## src/rtl/adc_align_pkg.sv

```systemverilog
package adc_align_pkg;

    // Word geometry
    localparam int unsigned WORD_W = 12;
    localparam int unsigned SLIP_W = $clog2(WORD_W);
    localparam int unsigned HIST_W = 2 * WORD_W;

    typedef logic [WORD_W-1:0] word_t;
    typedef logic [SLIP_W-1:0] slip_t;

    typedef enum logic [1:0] {
        ST_SETTLE,
        ST_CHECK,
        ST_LOCKED,
        ST_FAILED
    } align_state_e;

    typedef struct packed {
        logic  tick;
        word_t data;
    } frame_word_t;

    function automatic logic lone_msb(input word_t w);
        return w == (word_t'(1) << (WORD_W - 1));
    endfunction

endpackage

```

## src/rtl/adc_ddr_capture.sv

```systemverilog
module adc_ddr_capture
    import adc_align_pkg::*;
(
    input  logic              clk,
    input  logic              rst,
    input  logic              ser_din,
    output logic [HIST_W-1:0] hist_o
);

    logic rise_q;
    logic fall_q;

    // Falling-edge half of the double-rate capture
    always_ff @(negedge clk) begin
        fall_q <= ser_din;
    end

    // Rising-edge half; each period pushes the earlier (rise) then later (fall) bit
    always_ff @(posedge clk) begin
        if (rst) begin
            rise_q <= 1'b0;
            hist_o <= '0;
        end else begin
            rise_q <= ser_din;
            hist_o <= {hist_o[HIST_W-3:0], rise_q, fall_q};
        end
    end

endmodule

```

## src/rtl/adc_frame_detect.sv

```systemverilog
module adc_frame_detect (
    input  logic clk,
    input  logic rst,
    input  logic frame_clk,
    output logic edge_o
);

    logic fr_d1;
    logic fr_d2;

    // Reset both stages high so no false rising edge follows reset release
    always_ff @(posedge clk) begin
        if (rst) begin
            fr_d1 <= 1'b1;
            fr_d2 <= 1'b1;
        end else begin
            fr_d1 <= frame_clk;
            fr_d2 <= fr_d1;
        end
    end

    assign edge_o = fr_d1 & ~fr_d2;

endmodule

```

## src/rtl/adc_word_extract.sv

```systemverilog
module adc_word_extract
    import adc_align_pkg::*;
(
    input  logic              clk,
    input  logic              rst,
    input  logic [HIST_W-1:0] hist_i,
    input  slip_t             slip_i,
    input  logic              edge_i,
    output frame_word_t       fw_o
);

    word_t window;

    // Larger slip selects older bits, moving the boundary earlier in the stream
    always_comb begin
        window = word_t'(hist_i >> slip_i);
    end

    always_ff @(posedge clk) begin
        if (rst) begin
            fw_o <= '0;
        end else begin
            fw_o.tick <= edge_i;
            if (edge_i) begin
                fw_o.data <= window;
            end
        end
    end

endmodule

```

## src/rtl/adc_align_ctrl.sv

```systemverilog
module adc_align_ctrl
    import adc_align_pkg::*;
#(
    parameter int unsigned LOCK_FRAMES   = 4,
    parameter int unsigned SETTLE_FRAMES = 2
) (
    input  logic         clk,
    input  logic         rst,
    input  logic         calib_i,
    input  frame_word_t  fw_i,
    output slip_t        slip_o,
    output align_state_e state_o
);

    localparam int unsigned SET_W  = (SETTLE_FRAMES > 1) ? $clog2(SETTLE_FRAMES) : 1;
    localparam int unsigned GOOD_W = (LOCK_FRAMES > 1) ? $clog2(LOCK_FRAMES) : 1;

    logic [SET_W-1:0]  settle_cnt;
    logic [GOOD_W-1:0] good_cnt;

    always_ff @(posedge clk) begin
        if (rst) begin
            state_o    <= ST_SETTLE;
            slip_o     <= '0;
            settle_cnt <= '0;
            good_cnt   <= '0;
        end else if (fw_i.tick && calib_i) begin
            unique case (state_o)
                ST_SETTLE: begin
                    if (settle_cnt == SET_W'(SETTLE_FRAMES - 1)) begin
                        settle_cnt <= '0;
                        good_cnt   <= '0;
                        state_o    <= ST_CHECK;
                    end else begin
                        settle_cnt <= settle_cnt + 1'b1;
                    end
                end
                ST_CHECK: begin
                    if (lone_msb(fw_i.data)) begin
                        if (good_cnt == GOOD_W'(LOCK_FRAMES - 1)) begin
                            state_o <= ST_LOCKED;
                        end else begin
                            good_cnt <= good_cnt + 1'b1;
                        end
                    end else begin
                        good_cnt <= '0;
                        if (slip_o == slip_t'(WORD_W - 1)) begin
                            state_o <= ST_FAILED;
                        end else begin
                            slip_o  <= slip_o + 1'b1;
                            state_o <= ST_SETTLE;
                        end
                    end
                end
                default: begin
                    // locked or failed: hold everything
                end
            endcase
        end
    end

endmodule

```

## src/rtl/adc_lane_aligner.sv

```systemverilog
module adc_lane_aligner
    import adc_align_pkg::*;
#(
    parameter int unsigned LOCK_FRAMES   = 4,
    parameter int unsigned SETTLE_FRAMES = 2
) (
    input  logic              clk,
    input  logic              rst,
    input  logic              ser_din,
    input  logic              frame_clk,
    input  logic              calib_mode,
    output logic [WORD_W-1:0] sample_o,
    output logic              sample_valid_o,
    output logic [SLIP_W-1:0] slip_o,
    output logic              locked_o,
    output logic              align_err_o
);

    logic [HIST_W-1:0] hist;
    logic              fr_edge;
    frame_word_t       fw;
    align_state_e      state;
    slip_t             slip;

    adc_ddr_capture u_cap (
        .clk     (clk),
        .rst     (rst),
        .ser_din (ser_din),
        .hist_o  (hist)
    );

    adc_frame_detect u_frm (
        .clk       (clk),
        .rst       (rst),
        .frame_clk (frame_clk),
        .edge_o    (fr_edge)
    );

    adc_word_extract u_ext (
        .clk    (clk),
        .rst    (rst),
        .hist_i (hist),
        .slip_i (slip),
        .edge_i (fr_edge),
        .fw_o   (fw)
    );

    adc_align_ctrl #(
        .LOCK_FRAMES   (LOCK_FRAMES),
        .SETTLE_FRAMES (SETTLE_FRAMES)
    ) u_ctl (
        .clk     (clk),
        .rst     (rst),
        .calib_i (calib_mode),
        .fw_i    (fw),
        .slip_o  (slip),
        .state_o (state)
    );

    // Output stage: one registered word per frame once aligned, normal mode only
    always_ff @(posedge clk) begin
        if (rst) begin
            sample_o       <= '0;
            sample_valid_o <= 1'b0;
        end else begin
            sample_valid_o <= fw.tick && (state == ST_LOCKED) && !calib_mode;
            if (fw.tick && (state == ST_LOCKED) && !calib_mode) begin
                sample_o <= fw.data;
            end
        end
    end

    assign slip_o      = slip;
    assign locked_o    = (state == ST_LOCKED);
    assign align_err_o = (state == ST_FAILED);

endmodule

```

## config.mk

```make
export PLATFORM = sky130hd
export DESIGN_NAME = adc_lane_aligner
export DESIGN_NICKNAME = d
export VERILOG_FILES = /design/src/rtl/adc_align_pkg.sv /design/src/rtl/adc_ddr_capture.sv /design/src/rtl/adc_frame_detect.sv /design/src/rtl/adc_word_extract.sv /design/src/rtl/adc_align_ctrl.sv /design/src/rtl/adc_lane_aligner.sv
export SDC_FILE = /design/constraint.sdc
export NUM_CORES = 1
export LEC_CHECK = 0
export ABC_AREA = 0
export BUFFER_PORTS_ARGS = -buffer_cell sky130_fd_sc_hd__buf_2
export CAP_MARGIN = 15
export CELL_PAD_IN_SITES_DETAIL_PLACEMENT = 0
export CELL_PAD_IN_SITES_GLOBAL_PLACEMENT = 1
export CORE_ASPECT_RATIO = 0.75
export CORE_UTILIZATION = 50
export CTS_CLUSTER_DIAMETER = 50
export CTS_CLUSTER_SIZE = 12
export DETAILED_ROUTE_END_ITERATION = 12
export PLACE_DENSITY = 0.95
export SYNTH_ARGS = -nofsm -noshare
export SYNTH_HDL_FRONTEND = slang
export SYNTH_SLANG_ARGS = --single-unit
```

## constraint.sdc

```tcl
create_clock -name clk -period 3 [get_ports clk]
set_input_delay 0.9 -clock clk [delete_from_list [all_inputs] [get_ports clk]]
set_output_delay 0.9 -clock clk [all_outputs]
set_load 0.005 [all_outputs]
```

==> results of run 1 <==
## final cells by class
type,count,share of cell area (%)
Sequential cell,63,35.6
Clock buffer,10,3.89
Inverter,9,0.955
Clock inverter,7,3.15
Multi-Input combinational cell,233,48.5
Timing Repair Buffer,30,5.09
Tap cell,78,2.76
## synth_stat cells, types with 4 or more instances
cell type	number
nor3_1	4
inv_1	9
dfxtp_1	63
nor2b_1	29
a32o_1	6
buf_6	4
nand2_1	34
mux4_2	7
a21oi_1	28
mux2i_1	16
o21ai_0	5
buf_2	6
nand3_1	6
o22ai_1	6
nor2_1	16
mux2_2	21
clkbuf_1	13
## layer usage
metal | global-route usage, % | share of wire [%] | vias to the layer above
li1 | - | - | 1243
met1 | 36.5 | 52 | 1171
met2 | 31.3 | 40 | 93
met3 | 7.96 | 7.3 | 10
met4 | 7.35 | 1.2 | 0
met5 | 0 | 0 | -
## metrics by stage
| step | setup slack [ns] | utilization, % | std cells | power [mW] | cell area, um^2 |
|---|---|---|---|---|---|
| finish | 0.575 | 59.5 | 430 | 1.80 | 3540 |
| global route | 0.440 | 59.5 | 430 | 1.86 | 3540 |
| CTS | 0.541 | 59.5 | 430 | 1.81 | 3540 |
| detailed placement | 0.384 | 55.4 | 414 | 0.911 | 3290 |
| global placement | 0.389 | 55.4 | 414 | 0.910 | 3290 |
| floorplan | 0.499 | - | 330 | 0.899 | 3150 |
## state kept, by name, summed over array words and instances (netlist names)
signal	count
u_cap.hist_o	24
u_ctl.slip_o	4
sample_o	12
u_ctl.state_o	2
u_frm.fr_d2	1
u_cap.rise_q	1
u_frm.fr_d1	1
u_ctl.settle_cnt	1
u_ext.fw_o	13
u_cap.fall_q	1
u_ctl.good_cnt	2
sample_valid_o	1
## cell usage in the layout (no fill, tap or decap), types with 3 or more instances in the layout
cell       instances
a21oi_1           28
a221o_1            3
a22oi_1            3
a32o_1             6
and3b_1            3
buf_2             23
buf_4              6
bufinv_16          3
clkbuf_8          10
dfxtp_1           63
inv_1              9
mux2_2            21
mux2i_1           16
mux4_2             7
nand2_1           34
nand3_1            6
nand3b_1           3
nor2_1            16
nor2b_1           29
nor3_1             4
o21ai_0            5
o22ai_1            6
or3_1              3
## kinds of logic after synthesis
group | share of synthesized area, %
buffers and inverters | 5.37
DFF | 40.1
muxes | 19.3
and+or+nand+nor | 18.9
adders and majority gates | 0.795
AOI/OAI and AO/OA | 15.6
## power by group through the flow
stage	clock network [mW]	registers [mW]	logic (mW)
2_1_floorplan	0.00417	0.866	0.0288
3_3_place_gp	0.00417	0.868	0.0385
3_5_place_dp	0.00417	0.868	0.0391
4_1_cts	0.925	0.849	0.0394
5_1_grt	0.967	0.850	0.0442
6_report	0.908	0.849	0.0397
## worst paths after layout
check                                startpoint              end  slack [ns]  cells past startpoint
worst min-delay path               u_cap.rise_q  u_cap.hist_o[1]        0.45                      1
worst max register to register  u_ctl.slip_o[0]    u_ext.fw_o[5]        0.62                      5
worst max-delay path            u_ctl.slip_o[0]        slip_o[0]        0.58                      1
worst min register to register     u_cap.rise_q  u_cap.hist_o[1]        0.45                      1
==> metrics, run 1 <==
overall die height=70.7 um; worst path cell trace=buf_2; setup repair bufs after CTS=0; I/O Buffers=23; DR pass1 iterations=5; clock share of power=50.5%; Area Growth Syn to Fin=12.4%; first-pass GRT wire length=11900 um; CP Launch Type=register; largest area contributor in the netlist=dfxtp_1; Final #Nets=354; f_max=412 MHz; register area share after synthesis=40.1%; Syn Area/Cell=9.54 um^2; unrepaired setup endpoints after global routing=no; GRT Total Usage=23.9%; kind of critical path=register to output port; hold_ws=0.448 ns; CTS tree=built; Pleak=1.40 nW; Most used DFF post-synth=dfxtp_1; clock latency on the worst-skew pair=0.38 ns; Max Cap Viol=0; syn_nets=337; DRT iter0 DRCs=269; htree depth=3; clock root buffer=clkbuf_8; Crit path largest cell delay=0.93 ns; vias=2517; setup violators final=0; Post-synth EDFFs=0; synth unique cells=54; top cell type's share of synthesized area=40.1%; Gate power share=2.2%; CP max-delay cell=dfxtp_1; Die W=93.6 um; CP Buf/Inv Count=1; detailed placement HPWL=4990 um; critical path endpoint category=output port; DIE AREA=6620 um^2; Sequential Power Share=47.2%; fillers=514; crit-path max FO=22; Max-slew headroom=38.6%; # diodes=0; hold buffers post-CTS=0; Vias/cell=5.85; TritonCTS Buffers=9; layout cells sized above 1=22.4%; P_int=1.43 mW; wire per inst=16.6 um; post-route ant nets=0; PD cells=508 nW/um^2; Worst IR Drop VDD=0.000333 V; gp weighted congestion=0.908; Synth Register Bits=63; Starting Density=52.9%; Max Slew Vio Count=0; Setup Skew=0.0321 ns; worst-margin pin slew=0.920 ns; DRC Markers=0; worst hold path type=register to register; row cnt=24; # resized after CTS=0; ys async rst share=0%; Synth warnings=0; setup TNS=0 ns; Ports=24; synthesized area=3150 um^2; Sw Share=20.4%; vias in the first global route=2250; Crit path required time=2.10 ns; Final period util=80.8%; Post-Route WL=7140 um; Final Hold Viols=0; Mapped Cells=330; clock tree buffer depth=2; clk sink count=63; Congestion Overflow GR=0; WP data arrival=1.52 ns; Core Area=5950 um^2; largest net degree at the start of global routing=54; status=finished, final reports clean; NetSw=366 uW; synth top area cells=dfxtp_1, mux2_2, nor2b_1, mux2i_1, mux4_2; min cycle time layout=2.42 ns; Register Area=1260 um^2; Clk pin slew, worst setup/hold paths=0.07 ns; initial antenna violation count=0; Crit path max-delay family=flip-flops; area of the multi-input gates=1720 um^2
No activity file was read; power rests on OpenSTA's default activity.
==> inputs of run 2 (changes only) <==
--- a/config.mk
+++ b/config.mk
@@ -11,11 +11,11 @@
 export CELL_PAD_IN_SITES_DETAIL_PLACEMENT = 0
 export CELL_PAD_IN_SITES_GLOBAL_PLACEMENT = 1
 export CORE_ASPECT_RATIO = 0.75
-export CORE_UTILIZATION = 50
+export CORE_UTILIZATION = 46
 export CTS_CLUSTER_DIAMETER = 50
 export CTS_CLUSTER_SIZE = 12
 export DETAILED_ROUTE_END_ITERATION = 12
-export PLACE_DENSITY = 0.95
+export PLACE_DENSITY = 0.89
 export SYNTH_ARGS = -nofsm -noshare
 export SYNTH_HDL_FRONTEND = slang
 export SYNTH_SLANG_ARGS = --single-unit
==> constraint.sdc (replaced) <==
create_clock -name clk -period 2.4 [get_ports clk]
set_input_delay 0.72 -clock clk [delete_from_list [all_inputs] [get_ports clk]]
set_output_delay 0.72 -clock clk [all_outputs]
set_load 0.005 [all_outputs]
==> metrics, run 2 (synthesis gave the netlist of run 1 again) <==
Post-Place Setup Slack=0.265 ns (-0.120 ns); kind of critical path=register to register; htree depth=3 (unchanged); top flop regs=u_cap.hist_o x24, u_ext.fw_o x13, sample_o x12; crit-path max FO=17 (-23%); DIE AREA=7180 um^2 (+8.5%); DR pass1 iterations=6 (+1); min setup slack post-route=0.435 ns (-0.140 ns); min cycle time layout=1.96 ns; Top reg by flops=u_cap.hist_o; Post-Route WL=7240 um (+1.4%); Max Cap Viol=0 (unchanged); Starting Density=48.8% (-4.1 points); Setup Skew=0.0340 ns (+0.00184 ns); PD cells=583 nW/um^2 (+15%); f_max=509 MHz; worst-margin pin slew=0.516 ns (-0.404 ns); Area Growth Syn to Fin=11.0%; placed cells=417 (+0.72%); most common cell after layout, fill and taps aside=dfxtp_1; Ports=24 (unchanged); overall die height=73.6 um (+4.1%); hold path start=u_cap.rise_q; CP Launch Type=register; hold_ws=0.448 ns (-0.000253 ns); Final period util=81.9%; layout cells sized above 1=22.4% (unchanged); vias=2520 (+0.12%); Die W=97.5 um (+4.2%); Core Area=6440 um^2 (+8.4%); clock root buffer=clkbuf_8; Final #Nets=354 (unchanged); fillers=621 (+21%); Largest register FFs=24 (unchanged); Max Slew Vio Count=0 (unchanged); largest net degree at the start of global routing=54 (unchanged); most frequent cells in the layout=dfxtp_1, nand2_1, nor2b_1; Clk pin slew, worst setup/hold paths=0.07 ns (about the same); Max-slew headroom=65.6% (+27 points); clock latency on the worst-skew pair=0.38 ns (about the same); GRT Total Usage=21.8% (-2.2 points); I/O Buffers=23 (unchanged); post-layout util=54.2% (-5.3 points); critical path endpoint category=register; WP data arrival=2.21 ns (+0.69 ns); unrepaired setup endpoints after global routing=no; clock tree buffer depth=2 (unchanged); TritonCTS Buffers=9 (unchanged); setup TNS=0 ns (unchanged); row cnt=25 (+4.2%); Vias/cell=5.82 (-0.57%); # resized after CTS=0 (unchanged); wire per inst=16.7 um (+0.70%); Register Area=1260 um^2 (unchanged); status=finished, final reports clean; detailed placement HPWL=5100 um (+2.2%); hold buffers post-CTS=0 (unchanged); vias in the first global route=2257 (+0.31%); gp weighted congestion=0.977 (+7.7%); DRT iter0 DRCs=190 (-29%); setup repair bufs after CTS=0 (unchanged); Final Hold Viols=0 (unchanged); clk sink count=63 (unchanged); worst hold path type=register to register; Pleak=1.37 nW (-1.8%); CTS tree=built; first-pass GRT wire length=11800 um (-0.23%); # diodes=0 (unchanged); setup violators final=0 (unchanged); DRC Markers=0 (unchanged); area of the multi-input gates=1720 um^2 (unchanged); post-route ant nets=0 (unchanged); Worst IR Drop VDD=0.000283 V (-15%); initial antenna violation count=0 (unchanged); crit path from=u_ctl.slip_o[2]; final std cells w/o fill=433 (+0.70%); Crit path required time=2.64 ns (+0.54 ns); Congestion Overflow GR=0 (unchanged); Reg-to-Reg Start=u_ctl.slip_o[2]
## run 2: worst max-delay path, stage by stage, from the launching register on
cell and delay (ns):
dfxtp_1 0.48, buf_4 0.30, inv_1 0.26, nor3_1 0.42
a21oi_1 0.13, a32o_1 0.27
## run 2: layout make-up
class / count / share of cell area [%]
clock buffer: 9 / 3.55
clock inverter: 8 / 2.18
inverter: 9 / 0.967
multi-input combinational: 233 / 49.1
sequential: 63 / 36.1
tap: 81 / 2.90
timing repair buffer: 30 / 5.16
## run 2: routing by layer
metal,wire (um),track usage (%),vias to the layer above
li1,-,-,1235
met3,536,6.76,13
met5,0,0,-
met1,3690,31.8,1188
met2,2910,29.9,84
met4,107,7.84,0
## run 2: per-stage QoR
step	power (mW)	cell area [um^2]
final	2.04	3490
after CTS	2.06	3490
after global placement	1.14	3300
after floorplan	1.12	3150
after global routing	2.11	3490
after detailed placement	1.14	3300
## run 2: worst paths after layout
| kind | end | slack (ns) | cells after the start |
|---|---|---|---|
| hold reg to reg | u_cap.hist_o[1] | 0.45 | 1 |
| setup / recovery | u_ext.fw_o[7] | 0.44 | 5 |
| setup reg to reg | u_ext.fw_o[7] | 0.44 | 5 |
| hold / removal | u_cap.hist_o[1] | 0.45 | 1 |
## run 2: power breakdown
group / internal [mW] / switching [mW] / leakage [nW] / total (mW)
clock: 0.482 / 0.446 / 0.0971 / 0.927
sequential: 1.05 / 0.00645 / 0.509 / 1.06
combinational: 0.0188 / 0.0301 / 0.764 / 0.0489
total: 1.55 / 0.483 / 1.37 / 2.04
